[config.mk]
export PLATFORM = sky130hd
export DESIGN_NAME = burst_event_gate
export DESIGN_NICKNAME = d
export VERILOG_FILES = /design/src/rtl/bce_pkg.sv /design/src/rtl/bce_datapath.sv /design/src/rtl/bce_ctrl.sv /design/src/rtl/burst_event_gate.sv
export SDC_FILE = /design/constraint.sdc
export NUM_CORES = 1
export LEC_CHECK = 0
export ABC_AREA = 1
export CORE_AREA = 10 10 122 124
export CTS_BUF_LIST = sky130_fd_sc_hd__clkbuf_4 sky130_fd_sc_hd__clkbuf_8 sky130_fd_sc_hd__clkbuf_16
export DETAILED_ROUTE_END_ITERATION = 8
export DIE_AREA = 0 0 132 134
export PLACE_DENSITY = 0.64
export SLEW_MARGIN = 20
export SYNTH_ARGS = -nofsm -noshare
export SYNTH_HDL_FRONTEND = slang
export SYNTH_HIERARCHICAL = 1
export SYNTH_SLANG_ARGS = --single-unit
[constraint.sdc]
create_clock -name clk -period 3.07 [get_ports clk]
set_input_delay 0.307 -clock clk [delete_from_list [all_inputs] [get_ports clk]]
set_output_delay 0.307 -clock clk [all_outputs]
set_load 0.05 [all_outputs]
[src/rtl/bce_pkg.sv]
package bce_pkg;
  // strobes from control to datapath
  typedef struct packed {
    logic load;
    logic dec;
  } tmrCtl_t;

  localparam int GLOBAL_REG = 2;
  localparam int GLOBAL_BIT = 0;

  // writable bits of each enable register
  function automatic logic [7:0] wrMask(input int idx);
    case (idx)
      0:       wrMask = 8'hFB;
      1:       wrMask = 8'hDF;
      2:       wrMask = 8'h6F;
      3:       wrMask = 8'h00;
      default: wrMask = 8'hFF;
    endcase
  endfunction

  // bits that name an activity source (global gate excluded)
  function automatic logic [7:0] srcMask(input int idx);
    srcMask = wrMask(idx);
    if (idx == GLOBAL_REG) srcMask[GLOBAL_BIT] = 1'b0;
  endfunction
endpackage

[src/rtl/bce_datapath.sv]
module bce_datapath
  import bce_pkg::*;
#(
  parameter int NUM_REGS = 7,
  parameter int TMR_W = 16,
  parameter logic [7:0] BASE_ADDR = 8'hE4
) (
  input  logic                  clk,
  input  logic                  rstN,
  input  logic [7:0]            regAddr,
  input  logic                  regWrEn,
  input  logic [7:0]            regWrData,
  output logic [7:0]            regRdData,
  input  logic [NUM_REGS*8-1:0] actIn,
  input  logic [TMR_W-1:0]      reloadVal,
  input  tmrCtl_t               ctl,
  output logic                  hit,
  output logic                  cntZero
);
  localparam logic [7:0] NR8 = 8'(NUM_REGS);

  logic [7:0] regs [NUM_REGS];
  logic [7:0] offs;
  logic addrOk;
  logic [NUM_REGS-1:0] qualBits;
  logic [TMR_W-1:0] cnt;

  assign offs = regAddr - BASE_ADDR;
  assign addrOk = (regAddr >= BASE_ADDR) && (offs < NR8);

  for (genvar i = 0; i < NUM_REGS; i++) begin : g_reg
    always_ff @(posedge clk or negedge rstN) begin
      if (!rstN) regs[i] <= '0;
      else if (regWrEn && addrOk && offs == 8'(i)) regs[i] <= regWrData & wrMask(i);
    end
    assign qualBits[i] = |(actIn[i*8 +: 8] & regs[i] & srcMask(i));


    wr_readback_chk: assert property (@(posedge clk) disable iff (!rstN)
      (regWrEn && addrOk && offs == 8'(i)) |=> regs[i] == ($past(regWrData) & wrMask(i)));
  end

  assign hit = regs[GLOBAL_REG][GLOBAL_BIT] & (|qualBits);

  always_comb begin
    regRdData = '0;
    for (int i = 0; i < NUM_REGS; i++)
      if (addrOk && offs == 8'(i)) regRdData = regs[i];
  end

  always_ff @(posedge clk or negedge rstN) begin
    if (!rstN) cnt <= '0;
    else if (ctl.load) cnt <= reloadVal;
    else if (ctl.dec) cnt <= cnt - 1'b1;
  end
  assign cntZero = (cnt == '0);


  tmr_load_chk: assert property (@(posedge clk) disable iff (!rstN)
    ctl.load |=> cnt == $past(reloadVal));

  tmr_dec_chk: assert property (@(posedge clk) disable iff (!rstN)
    ctl.dec |=> cnt == $past(cnt) - 1'b1);
endmodule

[src/rtl/bce_ctrl.sv]
module bce_ctrl
  import bce_pkg::*;
(
  input  logic    clk,
  input  logic    rstN,
  input  logic    hit,
  input  logic    cntZero,
  output tmrCtl_t ctl,
  output logic    stopClkN
);
  assign ctl.load = hit;
  assign ctl.dec  = !hit && !cntZero;

  always_ff @(posedge clk or negedge rstN) begin
    if (!rstN) stopClkN <= 1'b0;
    else if (hit) stopClkN <= 1'b1;
    else if (cntZero) stopClkN <= 1'b0;
  end


  event_release_chk: assert property (@(posedge clk) disable iff (!rstN)
    hit |=> stopClkN);

  expire_assert_chk: assert property (@(posedge clk) disable iff (!rstN)
    (!hit && cntZero) |=> !stopClkN);

  rise_needs_event_chk: assert property (@(posedge clk) disable iff (!rstN)
    $rose(stopClkN) |-> $past(hit));
endmodule

[src/rtl/burst_event_gate.sv]
module burst_event_gate
  import bce_pkg::*;
#(
  parameter int NUM_REGS = 7,
  parameter int TMR_W = 16,
  parameter logic [7:0] BASE_ADDR = 8'hE4
) (
  input  logic                  clk,
  input  logic                  rstN,
  input  logic [7:0]            regAddr,
  input  logic                  regWrEn,
  input  logic [7:0]            regWrData,
  output logic [7:0]            regRdData,
  input  logic [NUM_REGS*8-1:0] actIn,
  input  logic [TMR_W-1:0]      reloadVal,
  output logic                  stopClkN
);
  tmrCtl_t ctl;
  logic hit;
  logic cntZero;

  bce_datapath #(.NUM_REGS(NUM_REGS), .TMR_W(TMR_W), .BASE_ADDR(BASE_ADDR)) u_dp (
    .clk(clk), .rstN(rstN), .regAddr(regAddr), .regWrEn(regWrEn),
    .regWrData(regWrData), .regRdData(regRdData), .actIn(actIn),
    .reloadVal(reloadVal), .ctl(ctl), .hit(hit), .cntZero(cntZero));

  bce_ctrl u_ctrl (
    .clk(clk), .rstN(rstN), .hit(hit), .cntZero(cntZero),
    .ctl(ctl), .stopClkN(stopClkN));
endmodule

**Yosys cells after proc, flatten, opt, wreduce, memory -nomap -nowiden**

Cells that the tools add are included.

- $lt $le $gt $ge: 2
- Add/subtract/negate cells: 2
- Reduce and logical (&&, ||, !) cells: 23
- Multiplexer cells: 11
- Equality and inequality tests: 6
- Bitwise gates (word level): 7

Operator list:

| operator | count |
|---|---|
| two-way mux 8 bit | 7 |
| OR reduction 43 bit | 1 |
| AND 8 bit | 5 |
| two-way mux 16 bit | 2 |
| == test 8 x 3 -> 1 bit, second input constant | 3 |
| == test 8 x 2 -> 1 bit, second input constant | 2 |
| logical AND 1 bit | 16 |
| zero test 16 bit | 1 |
| subtractor 16 x 1 -> 16 bit, second input constant | 1 |
| == test 8 x 1 -> 1 bit, second input constant | 1 |
| >= comparator 8 bit, second input constant | 1 |
| zero test 8 bit | 1 |
| < comparator 8 x 3 -> 1 bit, second input constant | 1 |
| subtractor 8 bit, second input constant | 1 |
| AND 7 bit | 1 |
| nonzero test 2 bit | 2 |
| zero test 1 bit | 2 |
| two-way mux 1 bit | 2 |
| AND 1 bit | 1 |

- Output and inout bits: 9
- Register bits after elaboration: 61

**Longest topological paths before layout**

- Depth in word-level cells: 11
- Mapped depth: 16

**Cells and area by module**

The synthesis kept the hierarchy.

Modules (own cells, without submodules):

| module | cells each | area each (um2) | instances | sequential area each (um2) |
|---|---|---|---|---|
| bce_datapath | 495 | 3,589.7 | 1 | 1,501.4 |
| bce_ctrl | 7 | 51.3 | 1 | 25.0 |

**Worst setup path before layout**

OpenSTA, ideal clock, no wires.

- Path type: input port to output port
- From: input regAddr[2]
- To: output regRdData[5]
- Buffers on the path: 2
- Cell stages on the path: 16
- Arrival time: 1,975 ps
- Path slack: 788 ps
- Cells stage by stage: inv_1 -> ha_1 -> nand2_1 -> nand2_1 -> nand2_1 -> nand2_1 -> inv_2 -> nor2_4 -> buf_4 -> buf_4 -> nand4_1 -> o21ai_1 -> nand2_1 -> nand3_1 -> nand2_1 -> nand2_1

- Word-level cells in the longest chain between the ends: 11

Ends and longest elaborated chain:

| what | line | text |
|---|---|---|
| start: declaration | burst_event_gate.sv:10 | `input logic [7:0] regAddr,` |
| subtractor 8 bit | bce_datapath.sv:28 | `assign offs = regAddr - BASE_ADDR;` |
| < comparator 8 x 3 -> 1 bit | bce_datapath.sv:29 | `assign addrOk = (regAddr >= BASE_ADDR) && (offs < NR8);` |
| logical AND 1 bit | bce_datapath.sv:29 |  |
| logical AND 1 bit | bce_datapath.sv:48 | `if (addrOk && offs == 8'(i)) regRdData = regs[i];` |
| two-way mux 8 bit (6 in series) | bce_datapath.sv:48 |  |
| two-way mux 8 bit * | bce_datapath.sv:48 |  |
| end: declaration | burst_event_gate.sv:13 | `output logic [7:0] regRdData,` |

Mark *: on every way between the ends. The rest lies on a longest branch, timed or not.

**Final worst setup path**

- From: input regAddr[3]
- To: output regRdData[5]

The elaborated chain is that of the path after synthesis.

==> impl_metrics.env <==
export IMPL_critPathKind="input pin to output port"
export IMPL_ys_ff_latch=61
export IMPL_clk_latency_ns=0.33
export IMPL_area_delta_synth_final_pct=42.4
export IMPL_io_pins=100
export IMPL_netlist_instances=502
export IMPL_nNetsFinal=699
export IMPL_syn_cell_area_sq_um=3640
export IMPL_ys_warn_count=6
export IMPL_dp_slack_ns=-0.00327
export IMPL_slew_violations=0
export IMPL_grt_max_degree=32
export IMPL_clock_path_buffers=2
export IMPL_die_x_microns=132
export IMPL_antenna_found_initial=0
export IMPL_drive_above_1_share_pct=10.9
export IMPL_fin_crit_sh_pct=96.0
export IMPL_synth_edf_count=0
export IMPL_synth_top_flop_cell="dfrtp_1"
export IMPL_async_flop_share_pct=100
export IMPL_gp_congestion=0.920
export IMPL_rsz0062_at_grt="no"
export IMPL_numCtsBuffers=9
export IMPL_drc=0
export IMPL_final_cells=780
export IMPL_fp_row_count=41
export IMPL_grt_pass1_wl_microns=19900
export IMPL_setup_viol_count_final=0
export IMPL_cts_max_level=3
export IMPL_post_route_min_period_ns=2.95
export IMPL_place_inst=762
export IMPL_rrSetupSlack_ns=0.42
export IMPL_place_port_buffers=86
export IMPL_cts_hold_buf=0
export IMPL_worstMarginPinSlew_ns=0.711
export IMPL_timing_fmax_mhz=339
export IMPL_r2r_end="u_dp/cnt[1]$_DFFE_PN0P_"
export IMPL_drt_pass1_iter_count=5
export IMPL_grt_total_usage_pct=13.9
export IMPL_hp_class="input pin to async pin"
export IMPL_hpwl_microns=9790
export IMPL_antenna_cells=0
export IMPL_vias_per_cell=4.81
export IMPL_synth_distinct_cells=33
export IMPL_worstPathArrival_ns=2.64
export IMPL_path_max_fanout=9
export IMPL_utilization_pct=41.6
export IMPL_max_cap_violations=0
export IMPL_synth_area_per_cell_sq_um=7.25
export IMPL_wl_per_cell_microns=15.9
export IMPL_worstPathRequired_ns=2.76
export IMPL_grt_overflow_total=0
export IMPL_start_util_pct=29.2
export IMPL_final_antenna_net_count=0
export IMPL_slew_headroom_pct=52.6
export IMPL_final_hold_viol_count=0
export IMPL_drt_wl_total_microns=12400
export IMPL_synth_nets=597
export IMPL_num_vias=3753
export IMPL_clk_pin_slew_ns=0.06
export IMPL_start_kind="input pin"
export IMPL_power_leakage_nw=2.31
export IMPL_drtIter0Drc=323
export IMPL_critical_path_endpoint_type="output port"
export IMPL_cts_sinks=61
export IMPL_power_density_nw_per_um2=380
export IMPL_cts_tree="done"
export IMPL_die_area_sq_um=17700
export IMPL_fin_skew_ns=0.00859
export IMPL_worstRegToRegCells=10
export IMPL_coreArea_sq_um=12500
export IMPL_synth_seq_area_share_pct=41.9
export IMPL_cts_root_buf="clkbuf_16"
export IMPL_mostFrequentLayoutCell="nand2_1"
export IMPL_fin_ws_ns=0.122
export IMPL_fp_dieH_microns=134
export IMPL_status="completed"
export IMPL_layout_common_cells="157 x nand2_1, 76 x clkdlybuf4s50_1, 62 x inv_1"
export IMPL_worstReg2RegStart="u_dp/cnt[0]$_DFFE_PN0P_"
export IMPL_vdd_drop_max_mv=0.206
export IMPL_grt_pass1_vias=3847
## worst max-delay path, cell delays in order
cell,delay (ns)
clkdlybuf4s50_1,0.53
inv_2,0.07
ha_2,0.31
nand3_1,0.12
a21oi_4,0.29
nand3_1,0.31
o21ai_1,0.21
nand2_1,0.07
nand3_1,0.08
nand2_1,0.07
nand2_1,0.13
buf_12,0.15
## sequential cells by signal, summed over array words and instances, names as in the netlist
register         cells
u_dp/cnt            16
u_dp/regs           44
u_ctrl/stopClkN      1
## cell families after synthesis
logic type	count (synthesis)	share of synthesized area, %
and+or+nand+nor	252	30.5
AOI/OAI and AO/OA	91	14.4
buffers and inverters	84	9.31
DFF	61	41.9
xor gates and xnor gates	10	2.41
adders and majority gates	4	1.37
## area by class of cell
| type | count | area [sq um] |
|---|---|---|
| sequential | 61 | 1530 |
| timing repair buffer | 106 | 1100 |
| fill | 1325 | 7280 |
| clock inverter | 5 | 52.6 |
| clock buffer | 10 | 233 |
| inverter | 69 | 259 |
| multi-input combinational | 357 | 1800 |
| tap | 172 | 215 |
## cell usage after synthesis, drive strengths merged (2+ instances only)
library cell | instances | area [sq um]
a21oi | 3 | 18.8
a221oi | 2 | 17.5
a22oi | 4 | 30.0
buf | 11 | 65.1
clkbuf | 4 | 15.0
dfrtp | 61 | 1530
ha | 4 | 50.1
inv | 68 | 255
nand2 | 161 | 609
nand3 | 23 | 130
nand4 | 35 | 225
nor2 | 31 | 136
o211ai | 6 | 45.0
o21ai | 65 | 325
o21bai | 3 | 22.5
o221ai | 5 | 43.8
xnor2 | 2 | 17.5
xor2 | 8 | 70.1
## worst max-delay path by stage
stage | slack (ns) | start | endpoint
CTS | 0.03 | regAddr[3] | regRdData[2]
global placement | -0.004 | regAddr[2] | regRdData[5]
finish | 0.12 | regAddr[3] | regRdData[5]
floorplan | 0.79 | regAddr[2] | regRdData[5]
detailed placement | -0.003 | regAddr[2] | regRdData[5]
global route | 0.002 | regAddr[3] | regRdData[4]
## through the flow
stage	hold slack, ns	instance area [sq um]	TNS, ns	power, mW
floorplan	0.0114	3640	0	0.858
global placement	0.392	4840	-0.00624	1.00
detailed placement	0.404	4840	-0.00598	1.00
CTS	0.0571	5130	0	1.99
global route	0.0914	5180	0	2.04
finish	0.0273	5180	0	1.97
## per-layer routing
layer	wire length (microns)	vias up	global-route usage (%)
met3	723	15	2.73
met2	6140	132	24.0
met4	179	0	3.96
li1	-	1867	-
met1	5320	1739	17.1
met5	0	-	0
## repair_timing
| action | CTS | global route |
|---|---|---|
| cloned | 0 | 0 |
| pin swaps | 0 | 1 |
| resized for setup | 2 | 11 |
| setup endpoints to repair | 6 | 8 |
| buffers inserted | 0 | 3 |
## report_power, final
part,internal (mW),total (mW),switching (mW)
Sequential,0.806,0.808,0.00110
Combinational,0.103,0.184,0.0804
Clock,0.627,0.978,0.351
(Power assumes the default switching activity.)
